--- config.mk ---
export PLATFORM = sky130hd
export DESIGN_NAME = adc_result_reg
export DESIGN_NICKNAME = d
export VERILOG_FILES = /design/src/rtl/adc_rr_pkg.sv /design/src/rtl/adc_rr_hold.sv /design/src/rtl/adc_rr_ovr.sv /design/src/rtl/adc_rr_rdport.sv /design/src/rtl/adc_result_reg.sv
export SDC_FILE = /design/constraint.sdc
export NUM_CORES = 1
export LEC_CHECK = 0
export BUFFER_PORTS_ARGS = -buffer_cell sky130_fd_sc_hd__buf_2
export CELL_PAD_IN_SITES_DETAIL_PLACEMENT = 1
export CELL_PAD_IN_SITES_GLOBAL_PLACEMENT = 2
export CORE_MARGIN = 5
export CORE_UTILIZATION = 34
export CTS_BUF_LIST = sky130_fd_sc_hd__clkbuf_4 sky130_fd_sc_hd__clkbuf_8
export DETAILED_ROUTE_END_ITERATION = 10
export GPL_ROUTABILITY_DRIVEN = 1
export PLACE_DENSITY = 0.83
export SYNTH_ARGS = -nofsm -noshare
export SYNTH_HDL_FRONTEND = slang
export SYNTH_HIERARCHICAL = 1
export SYNTH_SLANG_ARGS = --single-unit
export TNS_END_PERCENT = 5
--- constraint.sdc ---
create_clock -name clk -period 2.4 [get_ports clk]
set_clock_uncertainty 0.15 [all_clocks]
set_input_delay 0.48 -clock clk [delete_from_list [all_inputs] [get_ports clk]]
set_output_delay 0.48 -clock clk [all_outputs]
set_load 0.05 [all_outputs]
--- src/rtl/adc_rr_pkg.sv ---
package adc_rr_pkg;

   // status flags kept beside the captured result
   typedef struct packed {
      logic ovr;
      logic ready;
   } adc_rr_flags_t;

   // which byte the current read strobe selects
   typedef enum logic [1:0] {
      RSEL_NONE = 2'd0,
      RSEL_LO   = 2'd1,
      RSEL_HI   = 2'd2
   } adc_rr_sel_e;

   function automatic adc_rr_sel_e decode_sel(input logic lo, input logic hi);
      if (lo)      return RSEL_LO;
      else if (hi) return RSEL_HI;
      else         return RSEL_NONE;
   endfunction

endpackage

--- src/rtl/adc_rr_hold.sv ---
module adc_rr_hold #(
   parameter int RES_W = 10
) (
   input  logic             clk,
   input  logic             rst_n,
   input  logic             cap_valid,
   input  logic [RES_W-1:0] cap_data,
   input  logic             rd_lo,
   output logic [RES_W-1:0] res_q,
   output logic             ready_q
);

   always_ff @(posedge clk or negedge rst_n) begin
      if (!rst_n) begin
         res_q   <= '0;
         ready_q <= 1'b0;
      end else if (cap_valid) begin
         res_q   <= cap_data;
         ready_q <= 1'b1;          // capture wins over a same-cycle clear
      end else if (rd_lo) begin
         ready_q <= 1'b0;
      end
   end

   // any capture leaves the ready flag set
   a_r2_ready_after_capture: assert property (@(posedge clk) disable iff (!rst_n)
      cap_valid |=> ready_q);

   // a plain low-byte read drops the ready flag
   a_r3_ready_cleared_by_low_read: assert property (@(posedge clk) disable iff (!rst_n)
      (rd_lo && !cap_valid) |=> !ready_q);

   // stored result only moves on a capture
   a_r8_result_held: assert property (@(posedge clk) disable iff (!rst_n)
      !cap_valid |=> $stable(res_q));

endmodule

--- src/rtl/adc_rr_ovr.sv ---
module adc_rr_ovr (
   input  logic clk,
   input  logic rst_n,
   input  logic cap_valid,
   input  logic rd_lo,
   input  logic rd_hi,
   output logic ovr_q
);

   // half-read tracking; reset to "both read" so the first capture is clean
   logic lo_seen_q;
   logic hi_seen_q;
   logic unread;
   logic ovr_d;

   assign unread = !(lo_seen_q && hi_seen_q);

   always_comb begin
      ovr_d = ovr_q && !rd_lo;
      if (cap_valid && unread) ovr_d = 1'b1;
   end

   always_ff @(posedge clk or negedge rst_n) begin
      if (!rst_n) begin
         lo_seen_q <= 1'b1;
         hi_seen_q <= 1'b1;
      end else if (cap_valid) begin
         lo_seen_q <= 1'b0;
         hi_seen_q <= 1'b0;
      end else begin
         if (rd_lo) lo_seen_q <= 1'b1;
         if (rd_hi) hi_seen_q <= 1'b1;
      end
   end

   always_ff @(posedge clk or negedge rst_n) begin
      if (!rst_n) ovr_q <= 1'b0;
      else        ovr_q <= ovr_d;
   end

   // a capture over a partly read result flags overrun
   a_r4_overrun_raised: assert property (@(posedge clk) disable iff (!rst_n)
      (cap_valid && !(lo_seen_q && hi_seen_q)) |=> ovr_q);

   // a low read with no capture clears overrun
   a_r5_overrun_cleared: assert property (@(posedge clk) disable iff (!rst_n)
      (rd_lo && !cap_valid) |=> !ovr_q);

   // a high read alone never changes the flag
   a_r10_high_read_keeps_ovr: assert property (@(posedge clk) disable iff (!rst_n)
      (rd_hi && !rd_lo && !cap_valid) |=> $stable(ovr_q));

   // a fresh capture always restarts tracking
   a_r4_tracking_restart: assert property (@(posedge clk) disable iff (!rst_n)
      cap_valid |=> (!lo_seen_q && !hi_seen_q));

endmodule

--- src/rtl/adc_rr_rdport.sv ---
module adc_rr_rdport
   import adc_rr_pkg::*;
#(
   parameter int RES_W  = 10,
   parameter int BYTE_W = 8,
   parameter bit RD_REG = 1'b0
) (
   input  logic                clk,
   input  logic                rst_n,
   input  logic [RES_W-1:0]    res_q,
   input  adc_rr_flags_t       flags,
   input  logic                rd_lo,
   input  logic                rd_hi,
   output logic [BYTE_W-1:0]   rd_data
);

   localparam int LO_BITS = RES_W - BYTE_W;
   localparam int PAD_W   = BYTE_W - LO_BITS - 2;

   adc_rr_sel_e       sel;
   logic [BYTE_W-1:0] lo_byte;
   logic [BYTE_W-1:0] hi_byte;
   logic [BYTE_W-1:0] mux_data;

   assign sel     = decode_sel(rd_lo, rd_hi);
   assign lo_byte = {res_q[LO_BITS-1:0], {PAD_W{1'b0}}, flags.ovr, flags.ready};
   assign hi_byte = res_q[RES_W-1:LO_BITS];

   always_comb begin
      unique case (sel)
         RSEL_LO: mux_data = lo_byte;
         RSEL_HI: mux_data = hi_byte;
         default: mux_data = '0;
      endcase
   end

   generate
      if (RD_REG) begin : g_reg
         logic [BYTE_W-1:0] data_q;
         always_ff @(posedge clk or negedge rst_n) begin
            if (!rst_n) data_q <= '0;
            else        data_q <= mux_data;
         end
         assign rd_data = data_q;
      end else begin : g_comb
         assign rd_data = mux_data;

         // an idle bus slot returns zero so channels can be OR-combined
         a_r9_idle_zero: assert property (@(posedge clk) disable iff (!rst_n)
            (!rd_lo && !rd_hi) |-> (rd_data == '0));

         // padding bits of the status byte stay zero
         a_r6_pad_zero: assert property (@(posedge clk) disable iff (!rst_n)
            rd_lo |-> (rd_data[PAD_W+1:2] == '0));
      end
   endgenerate

endmodule

--- src/rtl/adc_result_reg.sv ---
module adc_result_reg
   import adc_rr_pkg::*;
#(
   parameter int RES_W  = 10,
   parameter int BYTE_W = 8,
   parameter bit RD_REG = 1'b0
) (
   input  logic              clk,
   input  logic              rst_n,
   input  logic              cap_valid,
   input  logic [RES_W-1:0]  cap_data,
   input  logic              rd_lo,
   input  logic              rd_hi,
   output logic [BYTE_W-1:0] rd_data
);

   localparam int LO_BITS = RES_W - BYTE_W;

   generate
      if (LO_BITS < 1) begin : g_bad_split
         $error("adc_result_reg: RES_W must exceed BYTE_W");
      end
      if (BYTE_W - LO_BITS - 2 < 1) begin : g_bad_pad
         $error("adc_result_reg: low byte needs room for flags and padding");
      end
   endgenerate

   logic [RES_W-1:0] res_q;
   logic             ready_q;
   logic             ovr_q;
   adc_rr_flags_t    flags;

   assign flags = '{ovr: ovr_q, ready: ready_q};

   adc_rr_hold #(.RES_W(RES_W)) u_hold (
      .clk       (clk),
      .rst_n     (rst_n),
      .cap_valid (cap_valid),
      .cap_data  (cap_data),
      .rd_lo     (rd_lo),
      .res_q     (res_q),
      .ready_q   (ready_q)
   );

   adc_rr_ovr u_ovr (
      .clk       (clk),
      .rst_n     (rst_n),
      .cap_valid (cap_valid),
      .rd_lo     (rd_lo),
      .rd_hi     (rd_hi),
      .ovr_q     (ovr_q)
   );

   adc_rr_rdport #(
      .RES_W  (RES_W),
      .BYTE_W (BYTE_W),
      .RD_REG (RD_REG)
   ) u_rdport (
      .clk     (clk),
      .rst_n   (rst_n),
      .res_q   (res_q),
      .flags   (flags),
      .rd_lo   (rd_lo),
      .rd_hi   (rd_hi),
      .rd_data (rd_data)
   );

   // a lone high read leaves the ready flag alone
   a_r10_high_read_keeps_ready: assert property (@(posedge clk) disable iff (!rst_n)
      (rd_hi && !rd_lo && !cap_valid) |=> $stable(ready_q));

   // overrun can only appear through a capture
   a_r4_overrun_needs_capture: assert property (@(posedge clk) disable iff (!rst_n)
      $rose(ovr_q) |-> $past(cap_valid));

endmodule

==> results summary <==
The leakage component of the power is 0.4177 nW. The maximum root-to-sink buffer count came out at 2. STA classifies the critical path endpoint as a primary output. The layout overhead on the synthesized area came out at 28.09%. The pin count of the biggest net entering global routing is 15. The number of max-cap violations is 0. For this block, the initial DRC count from the detailed router was 1. The number of diodes is 0.

The worst slack at placement came out at 0.4669 ns. The run finished with clean final reports. The number of nets still failing antenna checks after routing is 0. The filler cell count came out at 203. Adding up every negative setup slack in the final design gives 0 ns. The number of setup buffers added after CTS is 0. The count of unresolved DRC violations after routing is 0. The time the final worst path needs with I/O delays and setup came out at roughly 1.9 ns.

The remaining global-route overflow is 0. STA classifies the critical path startpoint as an input port. The number of standard cells in the layout, taps in and fillers out is 94. After detailed routing, the average wire length per cell comes to 13.88 um.

The area of the core region is 0.001745 mm2. The floorplan has 15 rows. The cell area after placement came out at 758.2 um2. The first-pass GRT wire length is ~2.2 mm.

The number of setup violations in the final report is 0. The initial core utilization came out at 35.99%. The overall global routing resource usage is about 11%. The number of antenna violations at the first check in global routing came out at 0. Dividing total power by cell area gives a power density of just under 700 mW/mm2. The distinct cell type count after synthesis came out at 12. Across the VDD grid, the largest voltage drop is 0.0002687 V. The critical register-to-register path endpoint is u_ovr/ovr_q$_DFF_PN0_. The critical path ends at rd_data[0]. The die width came out at ~53 um.

The min-delay analysis places its worst path in the category input port to flop. The register bit total from synthesis is 14. The fraction of layout cells with a size suffix above 1 came out at 57.97%. The total count of max-transition violations in the final report was 0. Setup repair after global routing left no endpoint under its margin. The clock insertion delay at the later pin of the skew report is around 0.28 ns. The cell count after synthesis came out at 43.

CTS placed an instance of sky130_fd_sc_hd__clkbuf_4 at the clock tree root. The per-instance average area after synthesis is 14.61 um2. The startpoint identified for the worst hold timing path is rd_hi. TritonCTS built the clock tree. The count of buffers from port buffering is 22. The worst hold-check slack is 0.2688 ns. The net count of the finished layout came out at 85.

The detailed-route vias per instance came out at 4.511. The end-of-flow core utilization came out at between 40% and 50%. The die extent in y is 52.98 um. TritonCTS created 3 clock buffers. The clock slew seen by the registers of the worst setup and hold paths is 0.08 ns. The total vias in the final route came out at between 400 and 500. The setup slack of the most critical reg-to-reg path is 1.40 ns. The worst register-to-register path begins at u_ovr/lo_seen_q$_DFFE_PN1P_. The wire length after detailed routing came out at 1.305 mm. Along the worst path, the maximum fanout reaches 8. The start point of the critical path is rd_lo. The fraction of the yosys area taken by sequential cells came out at a little under three fifths. The number of global-route vias before repair is 484. The count of synthesis-stage warnings from yosys came out at 6. Once placement completed, the tool counted placed cells totaling 89. The highest attainable clock frequency came out at about 0.52 GHz. The startpoint-to-endpoint class of the critical path is input port to primary output.

The net count after synthesis is 58. The post-route fraction of the period consumed by the critical path came out at between 70 and 80%. Total power for the finished layout comes to 0.5600 mW.

The final RePlAce weighted congestion is 0.6934. The number of iterations in the first detailed-routing pass came out at 2. The final count of hold timing violations is 0.

The worst endpoint required time came out at 1.77 ns. The slack of the critical path is 0.4919 ns. The total standard cell area after synthesis is 628.1 um2. At the pin with the least slew margin, the transition time is 0.3770 ns. For the worst setup path, the data arrival time is 1.28 ns. The finished cells cover just over 800 um2. The number of clock sinks is 14.

The number of top-level pins is 23. CTS built an H-tree with a depth of 1. In this run the tightest slew margin relative to its limit is 74.86%. The number of cells traversed by the worst register-to-register path is 2.

The total die area is 0.002807 mm2.
## cell usage in the layout (no fill, tap or decap)
cell type / instances
sky130_fd_sc_hd__inv_1: 2
sky130_fd_sc_hd__nor2_1: 4
sky130_fd_sc_hd__buf_2: 22
sky130_fd_sc_hd__mux2_2: 1
sky130_fd_sc_hd__dfstp_2: 2
sky130_fd_sc_hd__dlygate4sd3_1: 1
sky130_fd_sc_hd__nand2_1: 1
sky130_fd_sc_hd__clkbuf_8: 1
sky130_fd_sc_hd__a21o_2: 1
sky130_fd_sc_hd__clkbuf_4: 3
sky130_fd_sc_hd__nor2b_4: 1
sky130_fd_sc_hd__dfrtp_1: 12
sky130_fd_sc_hd__and2_1: 4
sky130_fd_sc_hd__a22o_1: 5
sky130_fd_sc_hd__mux2_4: 9
## per-layer routing
layer  GRT usage (%)  part of all wire (%)  vias up  wire (um)
met3           3.099                   6.4        2         83
met5               0                     0        -          0
li1                -                     -      198          -
met4           7.660                   2.1        0         27
met1           14.63                    44      208        578
met2           15.29                    47       16        616
## logic make-up after synthesis
logic type	synth area share [%]
flip-flops	56.18
AND/OR/NAND/NOR	9.161
multiplexers	23.31
buffers and inverters	2.988
AO/OA/AOI/OAI	8.366
## worst max-delay path, cell delays in order
cell and delay, ns:
sky130_fd_sc_hd__buf_2 0.16, sky130_fd_sc_hd__nor2b_4 0.22, sky130_fd_sc_hd__a22o_1 0.16, sky130_fd_sc_hd__buf_2 0.26
## sequential cells by signal, summed over array words and instances, names as in the netlist
name / flops
u_hold/ready_q: 1
u_ovr/hi_seen_q: 1
u_hold/res_q: 10
u_ovr/ovr_q: 1
u_ovr/lo_seen_q: 1
## power by group
part | switching (mW) | internal (mW) | total (mW)
sequential | 0.0126 | 0.259 | 0.272
clock | 0.0783 | 0.0924 | 0.171
combinational | 0.0661 | 0.0513 | 0.117
## cell type report
cell class,count,area [um2],area share (%)
flip-flops and latches,14,352.8,43.86
multi-input cells,26,256.5,31.88
repair buffers,23,120.1,14.93
clock buffers,4,36.28,4.510
well taps,25,31.28,3.888
inverters,2,7.507,0.9331
## Yosys cell counts
cell                      instances  share of area [%]
sky130_fd_sc_hd__and2_1           4                4.0
sky130_fd_sc_hd__inv_1            2                1.2
sky130_fd_sc_hd__mux2_4           9                 22
sky130_fd_sc_hd__dfstp_2          2                8.4
sky130_fd_sc_hd__mux2_2           1                1.8
sky130_fd_sc_hd__nand2_1          1               0.60
sky130_fd_sc_hd__a22o_1           5                7.0
sky130_fd_sc_hd__a21o_2           1                1.4
sky130_fd_sc_hd__buf_6            1                1.8
sky130_fd_sc_hd__nor2b_4          1                2.2
sky130_fd_sc_hd__nor2_1           4                2.4
sky130_fd_sc_hd__dfrtp_1         12                 48
## worst min-delay path by stage
stage,to,slack (ns),depth (start not counted)
global route,u_hold/res_q[0]$_DFFE_PN0P_,0.26,2
CTS,u_ovr/hi_seen_q$_DFFE_PN1P_,0.26,3
floorplan,u_hold/ready_q$_DFFE_PN0P_,0.03,0
global placement,u_hold/res_q[3]$_DFFE_PN0P_,0.24,1
detailed placement,u_hold/res_q[1]$_DFFE_PN0P_,0.25,1
finish,u_ovr/hi_seen_q$_DFFE_PN1P_,0.27,3
## what timing repair did
item,in CTS,in global routing
hold endpoints to repair,12,0
hold buffers,1,0
gates resized for setup,0,0
Note: power is estimated with default switching activity, not from simulation.
